`src/rtl/bhc_pkg.sv`:
```
package bhc_pkg;

  typedef enum logic {
    PC_SEQ = 1'b0,
    PC_TGT = 1'b1
  } pc_src_e;

  typedef struct packed {
    logic    pc_we;
    pc_src_e pc_sel;
    logic    fl_ifid;
    logic    fl_idex;
    logic    fl_exmem;
  } pipe_ctl_t;

endpackage

```
`src/rtl/bhc_decode.sv`:
```
module bhc_decode #(
  parameter int unsigned OPC_W  = 3,
  parameter int unsigned BR_OPC = 4,
  parameter int unsigned JR_OPC = 5
) (
  input  logic [OPC_W-1:0] id_opcode,
  output logic             id_ctl,
  output logic             id_jmp
);

  localparam logic [OPC_W-1:0] BrCode = OPC_W'(BR_OPC);
  localparam logic [OPC_W-1:0] JrCode = OPC_W'(JR_OPC);

  logic is_br;

  always_comb begin
    is_br  = (id_opcode == BrCode);
    id_jmp = (id_opcode == JrCode);
    id_ctl = is_br | id_jmp;
  end

endmodule

```
`src/rtl/bhc_track.sv`:
```
module bhc_track #(
  parameter int unsigned ADDR_W = 16
) (
  input  logic              clk,
  input  logic              rst_n,
  input  logic              id_accept,
  input  logic              id_jmp,
  input  logic              ex_equal,
  input  logic [ADDR_W-1:0] ex_target,
  output logic              ex_br,
  output logic              mem_br,
  output logic              squash,
  output logic [ADDR_W-1:0] mem_tgt
);

  logic ex_br_q, ex_br_d, ex_jmp_q, ex_jmp_d;
  logic mem_br_q, mem_br_d, mem_jmp_q, mem_jmp_d, mem_eq_q, mem_eq_d;
  logic tgt_en;
  logic [ADDR_W-1:0] mem_tgt_q;

  always_comb begin
    squash    = mem_br_q & (mem_jmp_q | mem_eq_q);
    ex_br_d   = id_accept;
    ex_jmp_d  = id_accept & id_jmp;
    mem_br_d  = ex_br_q & ~squash;
    mem_jmp_d = ex_jmp_q;
    mem_eq_d  = ex_equal;
    tgt_en    = ex_br_q;
  end

  always_ff @(posedge clk or negedge rst_n) begin
    if (!rst_n) begin
      ex_br_q   <= 1'b0;
      ex_jmp_q  <= 1'b0;
      mem_br_q  <= 1'b0;
      mem_jmp_q <= 1'b0;
      mem_eq_q  <= 1'b0;
    end else begin
      ex_br_q   <= ex_br_d;
      ex_jmp_q  <= ex_jmp_d;
      mem_br_q  <= mem_br_d;
      mem_jmp_q <= mem_jmp_d;
      mem_eq_q  <= mem_eq_d;
    end
  end

  always_ff @(posedge clk) begin
    if (tgt_en) begin
      mem_tgt_q <= ex_target;
    end
  end

  assign ex_br   = ex_br_q;
  assign mem_br  = mem_br_q;
  assign mem_tgt = mem_tgt_q;

  AST_SQUASH_KILLS_YOUNGER: assert property (@(posedge clk) disable iff (!rst_n)
    squash |=> !mem_br_q && !squash);

  AST_REDIRECT_FROM_MEM: assert property (@(posedge clk) disable iff (!rst_n)
    squash |-> $past(ex_br_q));

endmodule

```
`src/rtl/bhc_policy.sv`:
```
module bhc_policy
  import bhc_pkg::*;
#(
  parameter bit SPECULATE = 1'b0
) (
  input  logic      clk,
  input  logic      rst_n,
  input  logic      id_ctl,
  input  logic      ex_br,
  input  logic      mem_br,
  input  logic      squash,
  output logic      id_accept,
  output logic      stall,
  output pipe_ctl_t ctl
);

  generate
    if (SPECULATE) begin : g_spec
      always_comb begin
        id_accept = id_ctl & ~squash;
        stall     = 1'b0;
      end
    end else begin : g_stall
      always_comb begin
        id_accept = id_ctl & ~squash & ~ex_br & ~mem_br;
        stall     = id_accept | ex_br | mem_br;
      end

      AST_ONE_IN_FLIGHT: assert property (@(posedge clk) disable iff (!rst_n)
        !(ex_br && mem_br));

      AST_HOLD_ONLY_WITH_BUBBLE: assert property (@(posedge clk) disable iff (!rst_n)
        !ctl.pc_we |-> ctl.fl_ifid && !ctl.fl_idex && !ctl.fl_exmem);
    end
  endgenerate

  always_comb begin
    ctl.pc_we    = ~stall | squash;
    ctl.pc_sel   = squash ? PC_TGT : PC_SEQ;
    ctl.fl_ifid  = stall | squash;
    ctl.fl_idex  = squash;
    ctl.fl_exmem = squash;
  end

endmodule

```
`src/rtl/bhc_count.sv`:
```
module bhc_count #(
  parameter int unsigned CNT_W = 16
) (
  input  logic             clk,
  input  logic             rst_n,
  input  logic             stall,
  input  logic             squash,
  output logic [CNT_W-1:0] stall_cyc,
  output logic [CNT_W-1:0] squash_cyc
);

  logic [CNT_W-1:0] stall_q, stall_d, squash_q, squash_d;
  logic             stall_en, squash_en;

  always_comb begin
    stall_en  = stall & ~squash;
    squash_en = squash;
    stall_d   = stall_q + CNT_W'(1);
    squash_d  = squash_q + CNT_W'(1);
  end

  always_ff @(posedge clk or negedge rst_n) begin
    if (!rst_n) begin
      stall_q  <= '0;
      squash_q <= '0;
    end else begin
      if (stall_en)  stall_q  <= stall_d;
      if (squash_en) squash_q <= squash_d;
    end
  end

  assign stall_cyc  = stall_q;
  assign squash_cyc = squash_q;

  AST_STALL_CNT_STEP: assert property (@(posedge clk) disable iff (!rst_n)
    stall_q == $past(stall_q) || stall_q == CNT_W'($past(stall_q) + 1'b1));

  AST_SQUASH_CNT_STEP: assert property (@(posedge clk) disable iff (!rst_n)
    squash_q == $past(squash_q) || squash_q == CNT_W'($past(squash_q) + 1'b1));

endmodule

```
`src/rtl/branch_hazard_ctl.sv`:
```
module branch_hazard_ctl
  import bhc_pkg::*;
#(
  parameter int unsigned OPC_W     = 3,
  parameter int unsigned ADDR_W    = 16,
  parameter int unsigned CNT_W     = 16,
  parameter int unsigned BR_OPC    = 4,
  parameter int unsigned JR_OPC    = 5,
  parameter bit          SPECULATE = 1'b0
) (
  input  logic              clk,
  input  logic              rst_n,
  input  logic [OPC_W-1:0]  id_opcode,
  input  logic              ex_equal,
  input  logic [ADDR_W-1:0] ex_target,
  output logic              pc_we,
  output logic              pc_sel,
  output logic [ADDR_W-1:0] pc_target,
  output logic              ifid_flush,
  output logic              idex_flush,
  output logic              exmem_flush,
  output logic [CNT_W-1:0]  stall_cycles,
  output logic [CNT_W-1:0]  squash_cycles
);

  logic      id_ctl, id_jmp, id_accept;
  logic      ex_br, mem_br, squash, stall;
  pipe_ctl_t ctl;

  bhc_decode #(.OPC_W(OPC_W), .BR_OPC(BR_OPC), .JR_OPC(JR_OPC)) u_decode (
    .id_opcode (id_opcode),
    .id_ctl    (id_ctl),
    .id_jmp    (id_jmp)
  );

  bhc_track #(.ADDR_W(ADDR_W)) u_track (
    .clk       (clk),
    .rst_n     (rst_n),
    .id_accept (id_accept),
    .id_jmp    (id_jmp),
    .ex_equal  (ex_equal),
    .ex_target (ex_target),
    .ex_br     (ex_br),
    .mem_br    (mem_br),
    .squash    (squash),
    .mem_tgt   (pc_target)
  );

  bhc_policy #(.SPECULATE(SPECULATE)) u_policy (
    .clk       (clk),
    .rst_n     (rst_n),
    .id_ctl    (id_ctl),
    .ex_br     (ex_br),
    .mem_br    (mem_br),
    .squash    (squash),
    .id_accept (id_accept),
    .stall     (stall),
    .ctl       (ctl)
  );

  bhc_count #(.CNT_W(CNT_W)) u_count (
    .clk        (clk),
    .rst_n      (rst_n),
    .stall      (stall),
    .squash     (squash),
    .stall_cyc  (stall_cycles),
    .squash_cyc (squash_cycles)
  );

  always_comb begin
    pc_we       = ctl.pc_we;
    pc_sel      = ctl.pc_sel;
    ifid_flush  = ctl.fl_ifid;
    idex_flush  = ctl.fl_idex;
    exmem_flush = ctl.fl_exmem;
  end

  AST_TARGET_NEEDS_WE: assert property (@(posedge clk) disable iff (!rst_n)
    pc_sel |-> pc_we);

  AST_SQUASH_FLUSHES_ALL: assert property (@(posedge clk) disable iff (!rst_n)
    exmem_flush |-> ifid_flush && idex_flush && pc_sel);

  AST_FLUSH_IS_ONE_CYCLE: assert property (@(posedge clk) disable iff (!rst_n)
    idex_flush |=> !idex_flush);

endmodule

```
`config.mk`:
```
export PLATFORM = sky130hd
export DESIGN_NAME = branch_hazard_ctl
export DESIGN_NICKNAME = d
export VERILOG_FILES = /design/src/rtl/bhc_pkg.sv /design/src/rtl/bhc_decode.sv /design/src/rtl/bhc_track.sv /design/src/rtl/bhc_policy.sv /design/src/rtl/bhc_count.sv /design/src/rtl/branch_hazard_ctl.sv
export SDC_FILE = /design/constraint.sdc
export NUM_CORES = 1
export LEC_CHECK = 0
export ABC_AREA = 1
export BUFFER_PORTS_ARGS = -buffer_cell sky130_fd_sc_hd__buf_2
export CORE_MARGIN = 1.5
export CORE_UTILIZATION = 55
export CTS_BUF_LIST = sky130_fd_sc_hd__clkbuf_2
export DETAILED_ROUTE_END_ITERATION = 16
export PLACE_DENSITY = 0.91
export SLEW_MARGIN = 0
export SYNTH_ARGS = -nofsm -noshare
export SYNTH_HDL_FRONTEND = slang
export SYNTH_SLANG_ARGS = --single-unit
```
`constraint.sdc`:
```
create_clock -name clk -period 2.77 [get_ports clk]
set_input_delay 0.277 -clock clk [delete_from_list [all_inputs] [get_ports clk]]
set_output_delay 0.277 -clock clk [all_outputs]
set_load 0.02 [all_outputs]
```
==> metrics, run 1 <==
post-synthesis xor/xnor area fraction=6.11%; commonest non-fill, non-tap cell in the layout=nand2_1; WS Path Type=register to output port; post-CTS sizing=0; Mapped Cells=260; Max stage delay on crit path=0.46 ns; final setup vio count=0; CP Max Fanout=19; hpwl dp=3780 µm; Comb pwr share=25.9%; switching power total=649 µW; Setup crit end kind=output port; Die H=69.6 µm; GRT busiest layer=met2; Site Rows=24; M2 GR Usage=43.7%; vias post-DR=2119; GRT overflow=0; DRT iter0 DRCs=106; # IOs=75; commonest non-fill, non-tap cells in the layout=nand2_1, buf_2, dfrtp_1; # diodes=0; DRT antenna net count=0; GRT Overall Usage=24.8%; largest net degree at the start of global routing=38; area growth from synthesis to layout=26.2%; WHS=0.0404 ns; layout cells sized above 1=27.9%; mux share of post-synthesis cell area=0%; Top delay family on crit path=flip-flops; CP Cell Sequence=buf_4, nor2_1, nand2_2, nand2_4, buf_2; Setup crit start kind=register; mapped cell area=2440 µm²; Die W=69.6 µm; vias in the first global route=2059; Slew @ Worst Pin=0.842 ns; PortBufs=74; Reg power frac=56.5%; syn avg cell area=9.37 µm²; clock power share=17.6%; htree depth=2; Cell Pwr Density=574 nW/µm²; Slew HR=43.9%; Power Internal=1120 µW; DRC viols=0; wire per inst=13.7 µm; Synth Area in Compound Gates=0.667%; static leakage=0.00155 µW; Reg clk slew, reported paths=0.28 ns; skew final=0.0221 ns; clk buf depth=2; CP arrival=1.76 ns; IR drop worst, VDD=430 µV; worst hold-check path type=primary input to register; MaxCap Viol Count=0; Final TNS setup=0 ns; Hold Vio Cnt, Final=0; adder-cell share of the synthesized area=1.03%; initial core utilization=56.8%; Inserted Clock Buffers=5; die area=4840 µm²; Yosys warning total=0; Clock Sinks=53; fmax=491 MHz; Final GP Congestion=0.819; main combinational cell family by area after synthesis=simple AND/OR/NAND/NOR gates; outcome=finished clean; CP max-delay cell=dfrtp_1; Req. time, crit path=2.49 ns; initial antenna violation count=0; WL final=5620 µm; Initial DRT Pass Iterations=4; #FFs+latches synth=53; syn nets=284; fin crit share=73.5%; max-slew violations=0; Layout Nets=381; RSZ-0062 raised after global routing=false; switching share of power=36.7%; vias per cell=5.17; CTS tree=yes; Unique masters post-synth=21; Overall Power=1770 µW; Post-CTS Setup Inserts=0; worst path bufs/invs=2; sequential-to-total area share from yosys stat=57.7%; core area=4290 µm²; Clock Latency Late Sink=0.44 ns; Synth Area in Simple Gates=29.0%; met3 Track Usage GR=4.80%; M1 GR Usage=30.5%; first-pass GRT wire length=9450 µm; Root Buffer Master=clkbuf_2; Final min period=2.04 ns
[cell type report]
type,count,area [µm²]
Sequential cell,53,1410
Fill cell,324,1220
Multi-Input combinational cell,175,896
Timing Repair Buffer,93,558
Inverter,29,109
Tap cell,52,65.1
Clock buffer,5,25.0
Clock inverter,3,17.5
[stage by stage]
stage | area (µm²) | setup WS (ns) | utilization [%] | cells
finish | 3080 | 0.734 | 71.6 | 410
global route | 3080 | 0.612 | 71.6 | 410
CTS | 3080 | 0.781 | 71.6 | 410
detailed placement | 2850 | 1.31 | 66.5 | 384
global placement | 2850 | 1.35 | 66.5 | 384
floorplan | 2440 | 1.28 | - | 260
[cells in the mapped netlist (all sizes together)]
master	n	area (µm²)
nor2	35	179
nor3	3	15.0
nand4	9	56.3
dfrtp	37	926
buf	3	26.3
edfxtp	16	480
inv	29	109
ha	2	25.0
nand2	91	364
xnor2	7	61.3
o21ai	1	16.3
and2	1	6.26
nand3b	2	15.0
xor2	10	87.6
nand3	14	70.1
[worst reg2reg max path, stage by stage (launching register included)]
cell	delay, ns
dfrtp_1	0.48
ha_1	0.24
inv_1	0.07
nor2_1	0.19
inv_1	0.10
nor2_4	0.16
nand3_1	0.09
nand2_1	0.07
nand2_1	0.04
[what timing repair did]
item	in CTS	in global routing
endpoints found under the hold margin	54	0
endpoints found under the setup margin	0	0
hold buffers	18	0
[worst paths after layout]
check	slack [ns]	depth (start not counted)	startpoint	endpoint
max	0.73	5	u_track.ex_br	pc_we
max reg2reg	1.26	8	u_count.stall_cyc[1]	u_count.stall_cyc[14]
min in group asynchronous	0.42	2	rst_n	u_count.squash_cyc[3]
max in group asynchronous	1.81	2	rst_n	u_count.stall_cyc[11]
min	0.04	2	id_opcode[0]	u_track.ex_jmp_q
min reg2reg	0.39	0	u_track.ex_jmp_q	u_track.mem_jmp_q
[flip-flops by register name, summed over array words and instances, names as in the netlist]
name,cells
u_count.squash_cyc,16
u_count.stall_cyc,16
u_track.mem_tgt,16
u_track.ex_br,1
u_track.ex_jmp_q,1
u_track.mem_br,1
u_track.mem_eq_q,1
u_track.mem_jmp_q,1
[metal layers]
layer	up-vias	wire, µm
met4	0	147
met1	1018	2160
li1	1005	-
met2	78	3010
met5	-	0
met3	18	301
[power by group through the flow]
stage / combinational, µW / sequential, µW / clock (µW)
3_3_place_gp: 421 / 1000 / 0
3_5_place_dp: 435 / 1010 / 0
6_report: 458 / 999 / 310
4_1_cts: 456 / 995 / 309
2_1_floorplan: 180 / 1100 / 0
5_1_grt: 503 / 1010 / 343
[logic make-up (layout without fill, tap and decap cells)]
group,Yosys count,after routing
compound gates,1,1
xor+xnor,17,17
fa+ha+maj,2,2
buf+inv,32,130
flops,53,53
simple gates,155,155
Power figures use the tool's default switching activity.
==> inputs of run 2 (changes only) <==
- CORE_UTILIZATION: 55 -> 53
- PLACE_DENSITY: 0.91 -> 0.88
- clock period: 2.77 -> 2 ns (I/O delays scaled with it)
==> metrics, run 2 (synthesis gave the netlist of run 1 again) <==
Comb pwr share=24.8% (-1.1 points); GRT Overall Usage=22.7% (-2.1 points); Cell Area, Placed=2850 µm² (unchanged); Die W=70.8 µm (+1.8%); Hold Startpoint=id_opcode[1]; Layout Nets=382 (+0.26%); hpwl dp=3580 µm (-5.1%); Register Area=1410 µm² (unchanged); fin crit share=92.2%; vias post-DR=2072 (-2.2%); Slew @ Worst Pin=0.801 ns (-0.0405 ns); skew final=0.0250 ns (+0.00287 ns); Clock Latency Late Sink=0.43 ns (about the same); Top Metal Used=met4; wire length on met2=2760 µm (-8.4%); switching power total=872 µW (+34%); fillers=329 (+1.5%); r2r setup slk=0.49 ns (-0.77 ns); WL final=5480 µm (-2.5%); largest net degree at the start of global routing=38 (unchanged); CP arrival=1.64 ns (-0.12 ns); clk buf depth=2 (unchanged); IR drop worst, VDD=785 µV (+83%); Power Internal=1680 µW (+50%); RSZ-0062 raised after global routing=false; WHS=0.0726 ns (+0.0321 ns); Final TNS setup=0 ns (unchanged); commonest non-fill, non-tap cell in the layout=nand2_1; layout cells sized above 1=27.9% (-0.078 points); vias in the first global route=1968 (-4.4%); Setup crit end kind=output port; PortBufs=74 (unchanged); DRT iter0 DRCs=103 (-2.8%); # diodes=0 (unchanged); htree depth=2 (unchanged); first-pass GRT wire length=8940 µm (-5.4%); max-slew violations=0 (unchanged); Site Rows=24 (unchanged); Final min period=1.84 ns; RR Startpoint=u_count.squash_cyc[1]; Setup crit start kind=register; # IOs=75 (unchanged); Initial DRT Pass Iterations=5 (+1); fmax=542 MHz; clock power share=21.1% (+3.5 points); CP Max Fanout=13 (-6); die area=5010 µm² (+3.6%); outcome=finished clean; DRC viols=0 (unchanged); Final GP Congestion=0.877 (+7.1%); design area=3110 µm² (+1.1%); area growth from synthesis to layout=27.6%; routed wl met3=355 µm (+18%); commonest non-fill, non-tap cells in the layout=nand2_1, buf_2, dfrtp_1; Req. time, crit path=1.80 ns (-0.69 ns); Inserted Clock Buffers=5 (unchanged); DRT antenna net count=0 (unchanged); initial core utilization=55.6% (-1.2 points); Die H=70.8 µm (+1.8%); initial antenna violation count=0 (unchanged); wire per inst=13.3 µm (-2.7%); FF-to-FF path depth=8 (unchanged); Reg clk slew, reported paths=0.23 ns (-0.05 ns); core area=4380 µm² (+2.1%); Clock Sinks=53 (unchanged); Hold Vio Cnt, Final=0 (unchanged); footprint of the multi-input gates=896 µm² (unchanged); final setup vio count=0 (unchanged); vias per cell=5.04 (-2.5%); worst hold-check path type=primary input to register; Hold Path Depth=4 (+2); WS Path Type=register to output port; Root Buffer Master=clkbuf_2; CTS tree=yes; switching share of power=34.1% (-2.6 points); GRT overflow=0 (unchanged); Slew HR=46.6% (+2.7 points); met1 WL=2250 µm (+4.3%); hold endpoint=u_track.ex_br; Reg power frac=54.2% (-2.3 points); MaxCap Viol Count=0 (unchanged); static leakage=0.00157 µW (+1.2%); FF-to-FF End=u_count.squash_cyc[14]; Cell Pwr Density=822 nW/µm² (+43%)
-- run 2: routing by layer --
layer | GRT usage [%] | vias up
met1 | 28.8 | 968
met3 | 4.84 | 12
met4 | 8.60 | 0
met5 | 0 | -
li1 | - | 1010
met2 | 38.3 | 82
-- run 2: worst max-delay path by stage --
stage / slack (ns) / end / cells past startpoint / startpoint
2_1_floorplan: 0.51 / u_count.stall_cyc[3] / 6 / u_track.ex_br
3_3_place_gp: 0.64 / u_count.stall_cyc[14] / 8 / u_count.stall_cyc[1]
3_5_place_dp: 0.56 / u_count.stall_cyc[14] / 8 / u_count.stall_cyc[1]
4_1_cts: 0.18 / pc_we / 3 / u_track.mem_eq_q
5_1_grt: 0.10 / pc_we / 4 / u_track.mem_br
6_report: 0.16 / pc_we / 4 / u_track.mem_br
-- run 2: repair_timing --
action                    in CTS  in global routing
setup buffers                  0                  0
hold endpoints to repair      55                  0
resized for setup              0                  0
hold buffers                  19                  0
-- run 2: worst max-delay path: stages (launching register included) --
cell	delay, ns
dfrtp_1	0.52
nor2_1	0.19
nand2_2	0.10
nand2_4	0.21
buf_2	0.21
-- run 2: final cells by class --
cell class                 count  area share [%]
sequential                    53            45.2
multi-input combinational    175            28.8
timing repair buffer          94            18.3
inverter                      29            3.50
tap                           52            2.09
clock inverter                 2            1.13
clock buffer                   6           0.966
-- run 2: per-stage QoR --
step           total power [µW]  cells  util [%]  worst slack [ns]
2_1_floorplan              1770    260         -             0.513
3_3_place_gp               1980    384      65.1             0.637
3_5_place_dp               2000    384      65.1             0.560
4_1_cts                    2560    411      70.9             0.181
5_1_grt                    2680    411      70.9             0.105
6_report                   2550    411      70.9             0.157
-- run 2: power groups by stage --
stage	registers (µW)	logic [µW]	clock network, µW
after floorplan	1520	249	0
after global placement	1390	587	0
after detailed placement	1400	602	0
after CTS	1380	633	549
after global routing	1400	699	581
final	1380	633	538
